**config.mk**
```make
export PLATFORM = sky130hd
export DESIGN_NAME = uart_fifo_ctl
export DESIGN_NICKNAME = d
export VERILOG_FILES = /design/src/rtl/uart_fifo_pkg.sv /design/src/rtl/uart_fifo_ring.sv /design/src/rtl/uart_fifo_ctrl.sv /design/src/rtl/uart_fifo_dp.sv /design/src/rtl/uart_fifo_ctl.sv
export SDC_FILE = /design/constraint.sdc
export NUM_CORES = 1
export LEC_CHECK = 0
export BUFFER_PORTS_ARGS = -buffer_cell sky130_fd_sc_hd__clkbuf_2
export CORE_MARGIN = 5
export CORE_UTILIZATION = 50
export DETAILED_ROUTE_END_ITERATION = 6
export GPL_TIMING_DRIVEN = 0
export HOLD_SLACK_MARGIN = 0.06
export PLACE_DENSITY = 0.68
export SETUP_SLACK_MARGIN = 0.02
export SYNTH_ARGS = -nofsm -noshare
export SYNTH_HDL_FRONTEND = slang
export SYNTH_SLANG_ARGS = --single-unit
```
**constraint.sdc**
```tcl
create_clock -name clk -period 9.3 [get_ports clk]
set_input_delay 0.93 -clock clk [delete_from_list [all_inputs] [get_ports clk]]
set_output_delay 0.93 -clock clk [all_outputs]
set_load 0.01 [all_outputs]
```
**src/rtl/uart_fifo_pkg.sv**
```systemverilog
package uart_fifo_pkg;
  localparam int DATA_W     = 8;
  localparam int STD_DEPTH  = 16;
  localparam int DEEP_DEPTH = 64;
  localparam int CNT_W      = $clog2(DEEP_DEPTH + 1);

  // strobes and limits handed from the control decode to the datapath
  typedef struct packed {
    logic             flushRx;
    logic             flushTx;
    logic [CNT_W-1:0] capacity;
    logic [CNT_W-1:0] rxThresh;
  } fifo_strobe_t;
endpackage

```
**src/rtl/uart_fifo_ring.sv**
```systemverilog
module uart_fifo_ring #(
  parameter int DATA_W = 8,
  parameter int DEPTH  = 64,
  parameter int CNT_W  = $clog2(DEPTH + 1)
) (
  input  logic              clk,
  input  logic              rstN,
  input  logic              flush,
  input  logic [CNT_W-1:0]  capacity,
  input  logic              push,
  input  logic [DATA_W-1:0] pushData,
  input  logic              pop,
  output logic [DATA_W-1:0] popData,
  output logic [CNT_W-1:0]  count,
  output logic              dropped
);
  localparam int PTR_W = $clog2(DEPTH);

  logic [DATA_W-1:0] mem [DEPTH];
  logic [PTR_W-1:0]  wrPtr;
  logic [PTR_W-1:0]  rdPtr;
  logic              pushOk;
  logic              popOk;

  // room is judged on the count before any pop of the same cycle
  assign pushOk = push && (count < capacity);
  assign popOk  = pop && (count != '0);

  always_ff @(posedge clk) begin
    if (pushOk && !flush) mem[wrPtr] <= pushData;
  end

  always_ff @(posedge clk or negedge rstN) begin
    if (!rstN) begin
      wrPtr   <= '0;
      rdPtr   <= '0;
      count   <= '0;
      popData <= '0;
      dropped <= 1'b0;
    end else if (flush) begin
      wrPtr   <= '0;
      rdPtr   <= '0;
      count   <= '0;
      dropped <= 1'b0;
    end else begin
      if (pushOk) wrPtr <= wrPtr + 1'b1;
      if (popOk) begin
        rdPtr   <= rdPtr + 1'b1;
        popData <= mem[rdPtr];
      end
      count <= count + CNT_W'(pushOk) - CNT_W'(popOk);
      if (push && !pushOk) dropped <= 1'b1;
    end
  end

  p_count_bound_r11: assert property (@(posedge clk) disable iff (!rstN)
    count <= capacity);

  p_flush_empties_r8: assert property (@(posedge clk) disable iff (!rstN)
    flush |=> (count == '0) && !dropped);

  p_empty_pop_r12: assert property (@(posedge clk) disable iff (!rstN)
    (pop && !push && !flush && count == '0) |=> (count == '0) && $stable(popData));

  p_full_push_r11: assert property (@(posedge clk) disable iff (!rstN)
    (push && !pop && !flush && count == capacity) |=> $stable(count) && dropped);

  p_overrun_sticky_r11: assert property (@(posedge clk) disable iff (!rstN)
    (dropped && !flush) |=> dropped);
endmodule

```
**src/rtl/uart_fifo_ctrl.sv**
```systemverilog
module uart_fifo_ctrl
  import uart_fifo_pkg::*;
(
  input  logic         clk,
  input  logic         rstN,
  input  logic         lcrDlab,
  input  logic         fcrWrEn,
  input  logic [7:0]   fcrWrData,
  output fifo_strobe_t strobe,
  output logic [2:0]   iirFifoBits
);
  localparam int BIT_ON   = 0;
  localparam int BIT_RXCL = 1;
  localparam int BIT_TXCL = 2;
  localparam int BIT_DEEP = 5;

  logic       fifoOn;
  logic       deepOn;
  logic [1:0] trigSel;
  logic       wrOk;
  logic       nextOn;
  logic       nextDeep;
  logic       modeChange;
  logic       unusedFcrBits;

  assign wrOk          = fcrWrEn && !lcrDlab;
  assign nextOn        = fcrWrData[BIT_ON];
  assign nextDeep      = fcrWrData[BIT_ON] & fcrWrData[BIT_DEEP];
  assign modeChange    = wrOk && ((nextOn != fifoOn) || (nextDeep != deepOn));
  assign unusedFcrBits = ^fcrWrData[4:3];

  always_ff @(posedge clk or negedge rstN) begin
    if (!rstN) begin
      fifoOn  <= 1'b0;
      deepOn  <= 1'b0;
      trigSel <= 2'b00;
    end else if (wrOk) begin
      fifoOn  <= nextOn;
      deepOn  <= nextDeep;
      trigSel <= fcrWrData[7:6];
    end
  end

  always_comb begin
    strobe.flushRx = modeChange || (wrOk && fcrWrData[BIT_RXCL]);
    strobe.flushTx = modeChange || (wrOk && fcrWrData[BIT_TXCL]);
    if (!fifoOn)     strobe.capacity = CNT_W'(1);
    else if (deepOn) strobe.capacity = CNT_W'(DEEP_DEPTH);
    else             strobe.capacity = CNT_W'(STD_DEPTH);
    if (!fifoOn) begin
      strobe.rxThresh = CNT_W'(1);
    end else if (deepOn) begin
      case (trigSel)
        2'b00:   strobe.rxThresh = CNT_W'(1);
        2'b01:   strobe.rxThresh = CNT_W'(16);
        2'b10:   strobe.rxThresh = CNT_W'(32);
        default: strobe.rxThresh = CNT_W'(56);
      endcase
    end else begin
      case (trigSel)
        2'b00:   strobe.rxThresh = CNT_W'(1);
        2'b01:   strobe.rxThresh = CNT_W'(4);
        2'b10:   strobe.rxThresh = CNT_W'(8);
        default: strobe.rxThresh = CNT_W'(14);
      endcase
    end
  end

  assign iirFifoBits = {fifoOn, fifoOn, deepOn};

  p_deep_needs_on_r3: assert property (@(posedge clk) disable iff (!rstN)
    deepOn |-> fifoOn);

  p_locked_write_r2: assert property (@(posedge clk) disable iff (!rstN)
    (fcrWrEn && lcrDlab) |=> $stable(fifoOn) && $stable(deepOn) && $stable(trigSel));
endmodule

```
**src/rtl/uart_fifo_dp.sv**
```systemverilog
module uart_fifo_dp
  import uart_fifo_pkg::*;
#(
  parameter int DW    = DATA_W,
  parameter int DEPTH = DEEP_DEPTH
) (
  input  logic             clk,
  input  logic             rstN,
  input  fifo_strobe_t     strobe,
  input  logic             rxPush,
  input  logic [DW-1:0]    rxPushData,
  input  logic             rxPop,
  output logic [DW-1:0]    rxPopData,
  output logic [CNT_W-1:0] rxCount,
  output logic             rxDataIrq,
  output logic             rxOverrun,
  input  logic             txPush,
  input  logic [DW-1:0]    txPushData,
  input  logic             txPop,
  output logic [DW-1:0]    txPopData,
  output logic [CNT_W-1:0] txCount,
  output logic             txOverrun
);
  localparam int CH_RX = 0;
  localparam int CH_TX = 1;
  localparam int N_CH  = 2;

  logic [N_CH-1:0]  chPush;
  logic [N_CH-1:0]  chPop;
  logic [N_CH-1:0]  chFlush;
  logic [N_CH-1:0]  chDrop;
  logic [DW-1:0]    chIn  [N_CH];
  logic [DW-1:0]    chOut [N_CH];
  logic [CNT_W-1:0] chCnt [N_CH];

  assign chPush[CH_RX]  = rxPush;
  assign chPush[CH_TX]  = txPush;
  assign chPop[CH_RX]   = rxPop;
  assign chPop[CH_TX]   = txPop;
  assign chFlush[CH_RX] = strobe.flushRx;
  assign chFlush[CH_TX] = strobe.flushTx;
  assign chIn[CH_RX]    = rxPushData;
  assign chIn[CH_TX]    = txPushData;

  for (genvar gi = 0; gi < N_CH; gi++) begin : g_ch
    uart_fifo_ring #(
      .DATA_W (DW),
      .DEPTH  (DEPTH),
      .CNT_W  (CNT_W)
    ) u_ring (
      .clk      (clk),
      .rstN     (rstN),
      .flush    (chFlush[gi]),
      .capacity (strobe.capacity),
      .push     (chPush[gi]),
      .pushData (chIn[gi]),
      .pop      (chPop[gi]),
      .popData  (chOut[gi]),
      .count    (chCnt[gi]),
      .dropped  (chDrop[gi])
    );
  end

  assign rxPopData = chOut[CH_RX];
  assign txPopData = chOut[CH_TX];
  assign rxCount   = chCnt[CH_RX];
  assign txCount   = chCnt[CH_TX];
  assign rxOverrun = chDrop[CH_RX];
  assign txOverrun = chDrop[CH_TX];
  assign rxDataIrq = (chCnt[CH_RX] >= strobe.rxThresh);
endmodule

```
**src/rtl/uart_fifo_ctl.sv**
```systemverilog
module uart_fifo_ctl
  import uart_fifo_pkg::*;
(
  input  logic             clk,
  input  logic             rstN,
  input  logic             lcrDlab,
  input  logic             fcrWrEn,
  input  logic [7:0]       fcrWrData,
  input  logic             rxPush,
  input  logic [DATA_W-1:0] rxPushData,
  input  logic             rxPop,
  output logic [DATA_W-1:0] rxPopData,
  output logic [CNT_W-1:0] rxCount,
  output logic             rxDataIrq,
  output logic             rxOverrun,
  input  logic             txPush,
  input  logic [DATA_W-1:0] txPushData,
  input  logic             txPop,
  output logic [DATA_W-1:0] txPopData,
  output logic [CNT_W-1:0] txCount,
  output logic             txOverrun,
  output logic [2:0]       iirFifoBits
);
  fifo_strobe_t strobe;

  uart_fifo_ctrl u_ctrl (
    .clk         (clk),
    .rstN        (rstN),
    .lcrDlab     (lcrDlab),
    .fcrWrEn     (fcrWrEn),
    .fcrWrData   (fcrWrData),
    .strobe      (strobe),
    .iirFifoBits (iirFifoBits)
  );

  uart_fifo_dp #(
    .DW    (DATA_W),
    .DEPTH (DEEP_DEPTH)
  ) u_dp (
    .clk        (clk),
    .rstN       (rstN),
    .strobe     (strobe),
    .rxPush     (rxPush),
    .rxPushData (rxPushData),
    .rxPop      (rxPop),
    .rxPopData  (rxPopData),
    .rxCount    (rxCount),
    .rxDataIrq  (rxDataIrq),
    .rxOverrun  (rxOverrun),
    .txPush     (txPush),
    .txPushData (txPushData),
    .txPop      (txPop),
    .txPopData  (txPopData),
    .txCount    (txCount),
    .txOverrun  (txOverrun)
  );
endmodule

```
==> results of run 1 <==
## area by class of cell
cell class / instances / area (sq um)
buffer: 125 / 527
sequential: 1084 / 32300
fill: 6466 / 36900
tap: 1144 / 1430
timing repair buffer: 72 / 475
clock buffer: 140 / 2910
multi-input combinational: 1012 / 10300
inverter: 25 / 93.8
clock inverter: 56 / 532
## critical path: cells and delay by family (launching register included)
kind	cells	cell delay, ps
fa+ha+maj	1	280
simple gates	4	2480
buf+inv	2	460
compound gates	2	840
flops	1	430
## cells in the mapped netlist, types with 7 or more instances
cell type and n:
nand2b_1 18, mux4_2 227, nand4b_1 7, xnor2_1 15, nor2_1 192, or3_1 10
xor2_1 12, a21oi_1 28, mux2i_1 100, clkbuf_1 53, nor3_1 21, ha_1 34
edfxtp_1 1024, mux2_2 19, nand3_1 34, o21ai_0 28, inv_1 23, buf_2 36
a22oi_1 43, nor2b_1 25, nand4_1 14, dfrtp_1 60, buf_1 33, nand2_1 56
o22ai_1 29
## sequential cells by signal, summed over array words and instances, names as in the netlist
register                  count
u_dp.g_ch.u_ring.dropped      2
u_ctrl.fifoOn                 1
u_ctrl.trigSel                2
u_dp.g_ch.u_ring.popData     16
u_dp.g_ch.u_ring.rdPtr       12
u_ctrl.deepOn                 1
u_dp.g_ch.u_ring.wrPtr       12
u_dp.g_ch.u_ring.mem       1024
u_dp.g_ch.u_ring.count       14
## per-stage QoR
step	hold WS (ps)	instance area, sq um	total power [mW]	util [%]
final	230	48500	13.4	56.8
after floorplan	516	43200	7.95	-
after detailed placement	469	45000	9.29	52.6
after global placement	462	44900	9.22	52.6
after CTS	208	48400	13.5	56.7
after global routing	233	48500	13.9	56.8
## report_power, final
| group | internal [mW] | switching [mW] | total (mW) |
|---|---|---|---|
| clock | 2.40 | 1.81 | 4.21 |
| sequential | 5.47 | 0.128 | 5.60 |
| combinational | 1.49 | 2.13 | 3.62 |
| total | 9.36 | 4.08 | 13.4 |
## final timing paths
path | slack (ps) | to | start | cells after the start
setup reg to reg | 4460 | u_dp.g_ch[0].u_ring.mem[62][0] | u_ctrl.fifoOn | 9
hold reg to reg | 480 | u_dp.g_ch[1].u_ring.popData[4] | u_dp.g_ch[1].u_ring.popData[4] | 2
min in group clk | 480 | u_dp.g_ch[1].u_ring.popData[4] | u_dp.g_ch[1].u_ring.popData[4] | 2
max in group asynchronous | 8460 | u_dp.g_ch[1].u_ring.rdPtr[0] | rstN | 2
setup / recovery | 4460 | u_dp.g_ch[0].u_ring.mem[62][0] | u_ctrl.fifoOn | 9
hold / removal | 230 | u_dp.g_ch[0].u_ring.count[5] | rstN | 1
## kinds of logic (layout without fill, tap and decap cells)
logic type                 after synthesis  in the layout  synth area share (%)
xor gates and xnor gates                27             27                 0.548
buffers and inverters                  150            418                  1.43
DFF                                   1084           1084                  74.7
muxes                                  346            346                  14.7
AOI/OAI and AO/OA                      185            185                  2.96
adders and majority gates               36             36                  1.08
and+or+nand+nor                        418            418                  4.63
## per-layer routing
layer,vias up,routed length [um],track usage [%]
li1,9463,-,-
met1,11900,41700,31.0
met2,1183,53600,38.5
met3,274,8970,4.48
met4,2,5300,9.75
met5,-,12,0
==> results.yml, run 1 <==
routing:
  routed_wl_mm: 110
  viasPerCell: 6.24
  remaining_drc_errors: 1
  vias: 22800
  ant_nets: 0
  drt_iter0_markers: 2689
  drt_pass1_iterations: 7
  detail_route.wl_per_cell_um: 29.9
run_status:
  violations: "DRC"
  status: "finished, violations left"
final_layout:
  fin_nets: 2496
  area_growth_syn_to_layout_pct: 12.4
  drive_gt1_share_pct: 20.9
  antenna_cells: 0
  final_common_cell: "edfxtp_1"
  finalNonFillerCells: 3658
  final_cell_mix: "1,024 x edfxtp_1, 227 x mux4_2, 192 x nor2_1, 110 x clkbuf_16, 100 x mux2i_1"
logic_synthesis:
  syn_area_sq_um: 43200
  syn_nets: 2314
  synth_warnings: 0
  synth-seq-cells: 1084
  synth-edff-count: 1024
  seq_area_frac_synth_pct: 74.7
  synth_area_per_cell_sq_um: 19.2
  synth-main-ff-cell: "edfxtp_1"
  ys_types: 68
  synthCells: 2246
  yosysTopAreaCellShare_pct: 71.2
  yosysTopAreaCell: "edfxtp_1"
  async_reset_ff_share_pct: 5.54
  netlist_top_cells_area: "edfxtp_1 71%, mux4_2 12%, dfrtp_1 3.5%"
worst_setup_path:
  critPathKind: "reg2reg"
  critical_path.max_stage_delay_ps: 890
  cp_cell_sequence: "clkbuf_1 > nor2b_1 > inv_1 > ha_1 > a211o_1 > a211oi_2 > nor3b_1 > nand3_1 > nor2_1"
  cp_data_arrival_time_ps: 5140
  startpoint_type: "register"
  crit_required_ps: 9600
  crit_path_max_fanout: 10
  critPathCaptureType: "register"
  cpMaxStageDelayCell: "nor2_1"
global_routing:
  grtUsageTotal_pct: 23.4
  grt_pass1_vias: 23100
  grt-ovfl-total: 0
  grt_max_degree: 65
  antenna_found_initial: 1
  grt_pass1_wl_mm: 159
floorplan:
  dieArea_sq_um: 92300
  pin_count: 68
  dieHeight_um: 304
  initial_core_util_pct: 50.5
  core_area_sq_um: 85400
  num_rows: 107
  die_w_um: 304
clock_tree:
  cts_tree: "yes"
  cts_hold_buf: 0
  postCtsSetupBuffers: 0
  worstSkewPairLatency_ps: 680
  cts_buffers: 108
  clk_path_buf_depth: 3
  cts_repair_resize_count: 0
  htreeDepth: 3
  cts_root_buf: "clkbuf_16"
  clk_pin_slew_ps: 60
  cts.sink_count: 1084
timing:
  maxSlewViolCount: 0
  rsz0062_at_grt: "no"
  relSlewSlack_pct: 5.76
  fmax_ghz: 0.206
  setup_slack_ps: 4460
  skew_ps: 32.9
  setup-tns-final_ps: 0
  fin_crit_ps: 4840
  tightest_slew_ps: 1410
  fin_crit_sh_pct: 52.1
  setup_viol: 0
  hold_viol: 0
place:
  hpwlAfterDp_mm: 71.4
  dp_worst_setup_slack_ps: 4500
  port_buffers: 65
  place_congestion: 0.949
  placed_cells: 3456
power:
  leakagePower_nw: 15.3
  ir_worst_vdd_v: 0.000188
  power_density_nw_per_um2: 277
min_path:
  hold_class: "in2async"
job:
  maxCapViolCount: 0
Note: power is estimated with default switching activity, not from simulation.
==> run 2: changes to the inputs <==
==> constraint.sdc (replaced) <==
create_clock -name clk -period 4.7 [get_ports clk]
set_input_delay 0.47 -clock clk [delete_from_list [all_inputs] [get_ports clk]]
set_output_delay 0.47 -clock clk [all_outputs]
set_load 0.01 [all_outputs]
==> run 2 against run 1 <==
Against the previous run:
- the run now ends clean
- final cell count hardly changed
- count of clock-buffer cells in the layout stayed put
- flip-flop and latch count stayed put
- register-to-register slack worse by 4300 ps
- non-clock buffer count is 3 higher
- setup slack worse by 4300 ps
- critical path depth stayed put
- global-route usage hardly changed
- routed wire length is 0.23% higher
- power is 98% higher
- sequential share of layout area is 0.24 points lower
- critical endpoint is now u_dp.g_ch[1].u_ring.mem[3][3]
- largest cell class unchanged
- largest power group unchanged
==> results.yml, run 2 (synthesis gave the netlist of run 1 again) <==
clock_tree:
  postCtsSetupBuffers: 0
  htreeDepth: 3
  clk_path_buf_depth: 3
  cts_root_buf: "clkbuf_16"
  clk_pin_slew_ps: 60
  cts.sink_count: 1084
  cts_buffers: 108
  cts_tree: "yes"
  worstSkewPairLatency_ps: 680
worst_setup_path:
  crit_path_max_fanout: 10
  r2r-end: "u_dp.g_ch[1].u_ring.mem[3][3]"
  cp_data_arrival_time_ps: 4800
  cpMaxStageDelayCell: "nor2_1"
  critPathKind: "reg2reg"
  startpoint_type: "register"
  r2r.worst_path.cells: 9
  startpoint: "u_ctrl.fifoOn"
  critical_path.max_stage_delay_ps: 940
  rr_startpoint: "u_ctrl.fifoOn"
  rrSetupSlack_ps: 200
  crit_required_ps: 5000
  critPathCaptureType: "register"
  cp_cell_sequence: "clkbuf_2 > nor2b_1 > inv_1 > ha_1 > a211o_1 > a211oi_4 > nor3b_2 > nand3_1 > nor2_1"
floorplan:
  dieHeight_um: 304
  num_rows: 107
  die_w_um: 304
  pin_count: 68
  dieArea_sq_um: 92300
  core_area_sq_um: 85400
  initial_core_util_pct: 50.5
power:
  power_density_nw_per_um2: 546
  leakagePower_nw: 15.3
  p_switching_mw: 8.08
  clockPowerShare_pct: 31.3
  ir_worst_vdd_v: 0.000373
  pwr-share-comb_pct: 27.0
  internal_power_mw: 18.5
  total_power_mw: 26.6
  seq_power_share_pct: 41.7
  netSwitchingFraction_pct: 30.4
global_routing:
  grt_pass1_wl_mm: 159
  grt_pass1_vias: 23100
  grt_max_degree: 65
  antenna_found_initial: 1
  grt-ovfl-total: 0
  grtUsageTotal_pct: 23.4
timing:
  relSlewSlack_pct: 5.35
  setup_viol: 0
  rsz0062_at_grt: "yes"
  hold_viol: 0
  skew_ps: 36.2
  fin_crit_sh_pct: 95.7
  maxSlewViolCount: 0
  fin_crit_ps: 4500
  setup_slack_ps: 201
  holdWs_ps: 89.2
  setup-tns-final_ps: 0
  tightest_slew_ps: 1420
  fmax_ghz: 0.222
place:
  hpwlAfterDp_mm: 71.4
  placed_cell_area_sq_um: 45000
  placed_cells: 3456
  place_congestion: 0.949
  dp_worst_setup_slack_ps: -98.3
  port_buffers: 65
final_layout:
  final_cell_mix: "1,024 x edfxtp_1, 227 x mux4_2, 147 x nor2_1, 110 x clkbuf_16, 100 x mux2i_1"
  final_common_cell: "edfxtp_1"
  postLayoutCoreUtil_pct: 57.0
  drive_gt1_share_pct: 22.9
  finalNonFillerCells: 3661
  final_area_sq_um: 48700
  largestRegisters: "u_dp.g_ch.u_ring.mem (1024), u_dp.g_ch.u_ring.popData (16), u_dp.g_ch.u_ring.count (14)"
  area_growth_syn_to_layout_pct: 12.8
  regMostFlops: "u_dp.g_ch.u_ring.mem"
  fin_nets: 2499
  antenna_cells: 0
  largest_reg_flops: 1024
min_path:
  hold_class: "in2reg"
  hold_path_depth: 3
  whs_endpoint: "u_ctrl.deepOn"
  min_from: "fcrWrData[5]"
job:
  maxCapViolCount: 0
routing:
  drt_iter0_markers: 2732
  remaining_drc_errors: 0
  detail_route.wl_per_cell_um: 30.0
  ant_nets: 0
  drt_pass1_iterations: 5
  viasPerCell: 6.23
  vias: 22800
  routed_wl_mm: 110
run_status:
  status: "finished, final reports clean"
run 2: cell types whose count changed in the layout (fill, tap and decap cells not counted), sizes merged:
cell         before  now
dlygate4sd3       0    3
run 2: critical path, delay by kind of cell (launching register included):
kind                       cells  cell delay (ps)
AOI/OAI and AO/OA              2              820
DFF                            1              430
and+or+nand+nor                4             2250
adders and majority gates      1              280
buffers and inverters          2              360
run 2: what timing repair did:
action | CTS | global route
resized for setup | 2 | 52
hold buffers | 3 | 0
hold endpoints to repair | 28 | 0
setup endpoints to repair | 72 | 523
run 2: how the worst max path moves through the flow:
| stage | endpoint | slack, ps |
|---|---|---|
| 6_report | u_dp.g_ch[1].u_ring.mem[3][3] | 200 |
| 5_1_grt | u_dp.g_ch[1].u_ring.mem[3][4] | -120 |
| 4_1_cts | u_dp.g_ch[0].u_ring.mem[14][0] | -90 |
| 3_5_place_dp | u_dp.g_ch[0].u_ring.mem[46][1] | -100 |
| 3_3_place_gp | u_dp.g_ch[0].u_ring.mem[22][3] | 60 |
| 2_1_floorplan | u_dp.g_ch[0].u_ring.count[6] | 960 |
run 2: power by group through the flow:
stage	clock network [mW]	registers [mW]	logic, mW
6_report	8.33	11.1	7.18
5_1_grt	8.84	11.1	7.57
3_3_place_gp	0	11.3	6.98
4_1_cts	8.42	11.1	7.14
3_5_place_dp	0	11.3	7.10
2_1_floorplan	0	11.2	4.49
run 2: layout make-up:
cell class	count	area [sq um]
clock buffer	140	2910
buffer	125	528
multi-input combinational	1012	10400
sequential	1084	32300
timing repair buffer	75	505
clock inverter	56	532
fill	6441	36700
tap	1144	1430
inverter	25	93.8
run 2: routing by layer:
metal | wire (um) | global-route usage (%)
met1 | 41700 | 31.0
met2 | 53700 | 38.5
met3 | 9090 | 4.48
met4 | 5270 | 9.75
met5 | 13 | 0
